$ cat config.mk
export PLATFORM = sky130hd
export DESIGN_NAME = rm_addr_gate
export DESIGN_NICKNAME = d
export VERILOG_FILES = /design/src/rtl/rm_gate_pkg.sv /design/src/rtl/rm_gate_ctrl.sv /design/src/rtl/rm_gate_dp.sv /design/src/rtl/rm_addr_gate.sv
export SDC_FILE = /design/constraint.sdc
export NUM_CORES = 1
export LEC_CHECK = 0
export BUFFER_PORTS_ARGS = -buffer_cell sky130_fd_sc_hd__clkbuf_2
export CORE_ASPECT_RATIO = 1.5
export CORE_UTILIZATION = 48
export CTS_CLUSTER_DIAMETER = 120
export DETAILED_ROUTE_END_ITERATION = 16
export PLACE_DENSITY_LB_ADDON = 0.1
export SYNTH_ARGS = -nofsm -noshare
export SYNTH_HDL_FRONTEND = slang
export SYNTH_SLANG_ARGS = --single-unit
export TNS_END_PERCENT = 50
$ cat constraint.sdc
create_clock -name clk -period 1 [get_ports clk]
set_clock_uncertainty 0.1 [all_clocks]
set_input_delay 0.1 -clock clk [delete_from_list [all_inputs] [get_ports clk]]
set_output_delay 0.1 -clock clk [all_outputs]
set_load 0.01 [all_outputs]
$ cat src/rtl/rm_gate_pkg.sv
package rm_gate_pkg;

  // Default geometry of a 20-bit real-mode machine.
  localparam int SEG_W     = 16;
  localparam int OFF_W     = 16;
  localparam int SEG_SHIFT = 4;
  localparam int PORT_W    = 8;
  localparam int GATE_BIT  = 1;

  // Strobes from control to datapath.
  typedef struct packed {
    logic capture;   // register a new address this cycle
    logic passTop;   // let the carry bit through to the bus
  } gateStrobe_t;

endpackage

$ cat src/rtl/rm_gate_ctrl.sv
module rm_gate_ctrl
  import rm_gate_pkg::*;
#(
  parameter int PORT_W   = rm_gate_pkg::PORT_W,
  parameter int GATE_BIT = rm_gate_pkg::GATE_BIT
) (
  input  logic              clk,
  input  logic              rstN,
  input  logic              reqValid,
  input  logic              portWrEn,
  input  logic [PORT_W-1:0] portWrData,
  output gateStrobe_t       strobe,
  output logic [PORT_W-1:0] ctrlPort,
  output logic              gateChanged
);

  logic [PORT_W-1:0] portQ;
  logic              changeQ;
  logic              gateNow;
  logic              gateFlip;

  assign gateNow  = portQ[GATE_BIT];
  assign gateFlip = portWrEn && (portWrData[GATE_BIT] != gateNow);

  // Control port byte; reset closes the gate.
  always_ff @(posedge clk or negedge rstN) begin
    if (!rstN) begin
      portQ <= '0;
    end else if (portWrEn) begin
      portQ <= portWrData;
    end
  end

  // Flip pulse for a downstream cache.
  always_ff @(posedge clk or negedge rstN) begin
    if (!rstN) begin
      changeQ <= 1'b0;
    end else begin
      changeQ <= gateFlip;
    end
  end

  // The datapath sees the gate as registered; a write this cycle
  // only affects requests from the next cycle on.
  always_comb begin
    strobe.capture = reqValid;
    strobe.passTop = gateNow;
  end

  assign ctrlPort    = portQ;
  assign gateChanged = changeQ;

endmodule

$ cat src/rtl/rm_gate_dp.sv
module rm_gate_dp
  import rm_gate_pkg::*;
#(
  parameter int SEG_W     = rm_gate_pkg::SEG_W,
  parameter int OFF_W     = rm_gate_pkg::OFF_W,
  parameter int SEG_SHIFT = rm_gate_pkg::SEG_SHIFT,
  parameter int ADDR_W    = 21
) (
  input  logic              clk,
  input  logic              rstN,
  input  gateStrobe_t       strobe,
  input  logic [SEG_W-1:0]  segment,
  input  logic [OFF_W-1:0]  offset,
  output logic [ADDR_W-1:0] physAddr,
  output logic              addrValid
);

  localparam int TOP = ADDR_W - 1;

  logic [ADDR_W-1:0] segBase;
  logic [ADDR_W-1:0] offExt;
  logic [ADDR_W-1:0] linSum;
  logic [ADDR_W-1:0] gatedAddr;
  logic [ADDR_W-1:0] addrQ;
  logic              validQ;

  assign segBase = ADDR_W'(segment) << SEG_SHIFT;
  assign offExt  = ADDR_W'(offset);
  assign linSum  = segBase + offExt;

  // Only the carry bit is gated; the lower bits pass straight through.
  genvar b;
  generate
    for (b = 0; b < ADDR_W; b++) begin : g_mask
      if (b == TOP) begin : g_top
        assign gatedAddr[b] = linSum[b] & strobe.passTop;
      end else begin : g_low
        assign gatedAddr[b] = linSum[b];
      end
    end
  endgenerate

  always_ff @(posedge clk or negedge rstN) begin
    if (!rstN) begin
      addrQ  <= '0;
      validQ <= 1'b0;
    end else begin
      validQ <= strobe.capture;
      if (strobe.capture) begin
        addrQ <= gatedAddr;
      end
    end
  end

  assign physAddr  = addrQ;
  assign addrValid = validQ;

endmodule

$ cat src/rtl/rm_addr_gate.sv
module rm_addr_gate
  import rm_gate_pkg::*;
#(
  parameter int SEG_W     = rm_gate_pkg::SEG_W,
  parameter int OFF_W     = rm_gate_pkg::OFF_W,
  parameter int SEG_SHIFT = rm_gate_pkg::SEG_SHIFT,
  parameter int PORT_W    = rm_gate_pkg::PORT_W,
  parameter int GATE_BIT  = rm_gate_pkg::GATE_BIT,
  localparam int ADDR_W   = ((SEG_W + SEG_SHIFT) > OFF_W ? (SEG_W + SEG_SHIFT) : OFF_W) + 1
) (
  input  logic              clk,
  input  logic              rstN,
  input  logic              reqValid,
  input  logic [SEG_W-1:0]  segment,
  input  logic [OFF_W-1:0]  offset,
  input  logic              portWrEn,
  input  logic [PORT_W-1:0] portWrData,
  output logic              addrValid,
  output logic [ADDR_W-1:0] physAddr,
  output logic              gateChanged,
  output logic [PORT_W-1:0] ctrlPort
);

  gateStrobe_t strobe;

  rm_gate_ctrl #(
    .PORT_W   (PORT_W),
    .GATE_BIT (GATE_BIT)
  ) ctrl_i (
    .clk         (clk),
    .rstN        (rstN),
    .reqValid    (reqValid),
    .portWrEn    (portWrEn),
    .portWrData  (portWrData),
    .strobe      (strobe),
    .ctrlPort    (ctrlPort),
    .gateChanged (gateChanged)
  );

  rm_gate_dp #(
    .SEG_W     (SEG_W),
    .OFF_W     (OFF_W),
    .SEG_SHIFT (SEG_SHIFT),
    .ADDR_W    (ADDR_W)
  ) dp_i (
    .clk       (clk),
    .rstN      (rstN),
    .strobe    (strobe),
    .segment   (segment),
    .offset    (offset),
    .physAddr  (physAddr),
    .addrValid (addrValid)
  );

endmodule

==> results.py <==
metrics = {
    "outcome": {
        "outcome": "finished, violations left",
        "violations": "negative setup slack",
    },
    "logic_synthesis": {
        "ys_async_sr_fraction": 1.00,
        "synth_ff_type": "dfrtp_1",
        "synth.top_cell.area_share": 0.413,
        "synthTopCellsByArea": "dfrtp_1 41%, mux2_2 8.4%, ha_1 8.0%",
        "syn_nets": 233,
        "synth-edff-count": 0,
        "ys_seq_elements": 31,
        "synthDistinctLibCells": 53,
        "synthCells": 176,
        "yosysSeqAreaShare": 0.413,
        "syn_area_um2": 1880,
        "ys.warnings.count": 0,
        "synth_top_area_cell": "dfrtp_1",
        "syn_area_per_cell_um2": 10.7,
    },
    "power": {
        "powerDensity_nw_per_um2": 1410,
        "p_leak_nw": 1.43,
        "total_power_mw": 4.21,
        "vdd_ir_drop_max_v": 0.00140,
    },
    "timing": {
        "drv_slew": 0,
        "report.final.setup_viol": 16,
        "fmax_mhz": 655,
        "rsz0062_at_grt": "true",
        "period_share": 1.53,
        "fin_ws_ns": -0.527,
        "hold_ws_ns": 0.0350,
        "relSlewSlack": 0.729,
        "hold_viol_final": 0,
        "period_needed_ns": 1.53,
        "tightest_slew_ns": 0.402,
    },
    "drt": {
        "route.detailed.drc": 0,
        "ant_nets": 0,
        "first_iter_violations": 42,
        "wl_met2_um": 2660,
        "routed_via_density": 5.37,
        "vias": 1841,
        "dr.pass1.iters": 4,
        "top_layer": "met4",
        "wl_met3_um": 215,
        "wl_um": 4940,
        "wl_per_cell_um": 14.4,
        "met1_length_um": 1980,
    },
    "worst_setup_path": {
        "critPathArrivalTime_ns": 1.61,
        "worstPathCellList": "buf_6, ha_4, fa_2, a21oi_4, o211ai_4, and4_4, o21a_1, o31ai_1",
        "worst_setup_path_start_kind": "input port",
        "cp_slowest_cell": "fa_2",
        "path_max_fanout": 5,
        "critPathMaxStageDelay_ns": 0.38,
        "crit_required_ns": 1.08,
        "critPathKind": "in -> reg",
        "path_buf_inv": 1,
        "cp-end-kind": "flip-flop",
        "crit_family": "compound AO/OA/AOI/OAI gates",
    },
    "grt": {
        "grt_max_degree": 32,
        "grt_usage": 0.254,
        "overflow": 0,
        "grt_pass1_vias": 1832,
        "grt_pass1_wl_um": 7920,
        "antenna_found_initial": 0,
    },
    "cts": {
        "worstSkewPairLatency_ns": 0.27,
        "cts_made_buffers": 5,
        "clock_path_buffers": 2,
        "cts_tree": "yes",
        "clock_sinks": 31,
        "htreeDepth": 2,
        "cts-root-buf": "clkbuf_8",
        "clkTransAtPathRegs_ns": 0.06,
    },
    "placement": {
        "io_buffer_count": 74,
        "placed_cells": 319,
        "place_congestion": 0.856,
        "placedInstanceArea_um2": 2590,
        "hpwl_um": 3590,
    },
    "min_path": {
        "worstHoldPathType": "in -> reg",
    },
    "final_layout": {
        "nets": 356,
        "layout-drive-gt1-share": 0.523,
        "final_cell_area_um2": 2980,
        "antenna_cells": 0,
        "final_core_util": 0.801,
        "area_growth_syn_to_layout_pct": 58.4,
        "final_cells": 343,
    },
    "floorplanning": {
        "fp.coreArea_um2": 3720,
        "die_h_um": 78.6,
        "die_w_um": 53.1,
        "initial_core_util": 0.506,
        "die-area_um2": 4170,
        "rows": 27,
        "io_pins": 75,
    },
    "job": {
        "drv_cap": 0,
    },
}
repair_timing:
| action | in CTS | in global routing |
|---|---|---|
| hold buffers | 13 | 0 |
| endpoints found under the hold margin | 43 | 0 |
| pin swaps | 5 | 2 |
| resized for setup | 7 | 17 |
| endpoints found under the setup margin | 16 | 39 |
| buffers inserted | 2 | 1 |
per-layer routing:
metal,up-vias,global-route usage
li1,907,-
met1,870,0.283
met2,58,0.466
met3,6,0.0484
met4,0,0.0763
met5,-,0
synth_stat cells, types with 4 or more instances:
cell type	n
dfrtp_1	31
a21oi_1	14
mux2_2	14
ha_1	12
nand2_1	12
nor2_1	10
mux2_1	6
xnor2_1	5
o21ai_0	4
cell families (layout without fill, tap and decap cells):
group                    Yosys count  in the layout  share of synthesized area
XOR/XNOR                           8              8                     0.0373
adder cells (fa/ha/maj)           13             13                     0.0905
buffers and inverters              8            132                     0.0200
flip-flops                        31             31                      0.413
multiplexers                      21             21                      0.125
AND/OR/NAND/NOR                   48             48                      0.140
AO/OA/AOI/OAI                     47             47                      0.174
area by class of cell:
cell class                 count  area, um2
clock inverter                 2       35.0
multi-input combinational    137       1210
tap                           43       53.8
sequential                    31        776
clock buffer                   6       82.6
fill                         263        739
inverter                       3       11.3
timing repair buffer         121        803
sequential cells by signal, summed over array words and instances (netlist names):
register	cells
dp_i.physAddr	21
ctrl_i.ctrlPort	8
ctrl_i.gateChanged	1
dp_i.addrValid	1
worst reg2reg max path, stage by stage (launching register included):
cell,delay [ns]
dfrtp_1,0.38
nor2b_1,0.15
a21oi_1,0.13
mux2i_1,0.09
stage by stage:
| stage | setup WS, ns | setup TNS, ns |
|---|---|---|
| detailed placement | -0.819 | -10.84 |
| floorplan | -0.617 | -7.02 |
| global route | -0.596 | -7.12 |
| global placement | -0.785 | -10.51 |
| CTS | -0.551 | -5.56 |
| finish | -0.527 | -5.74 |
cells in the final DEF, fill, tap and decap left out, types with 5 or more instances in the layout:
cell type      count
clkbuf_8           6
buf_4             31
a21oi_1           12
dlygate4sd3_1     13
mux2_1             5
ha_1               7
dfrtp_1           31
nand2_1           12
mux2_2            11
ha_4               5
clkbuf_2          70
nor2_1             9
power breakdown:
group | total, mW | internal [mW] | switching, mW
registers | 1.54 | 1.44 | 0.0984
logic | 1.42 | 0.756 | 0.663
clock network | 1.25 | 0.805 | 0.445
path summary, 6_finish.rpt:
path,startpoint,to,slack (ns),cells past startpoint
setup / recovery,offset[4],dp_i.physAddr[16],-0.53,8
hold / removal,reqValid,dp_i.addrValid,0.03,1
setup reg to reg,dp_i.physAddr[17],dp_i.physAddr[17],0.03,3
hold reg to reg,dp_i.physAddr[16],dp_i.physAddr[16],0.38,2
max in group asynchronous,rstN,dp_i.physAddr[18],0.41,3
min in group asynchronous,rstN,dp_i.physAddr[13],0.22,3
Note: power is estimated with default switching activity, not from simulation.
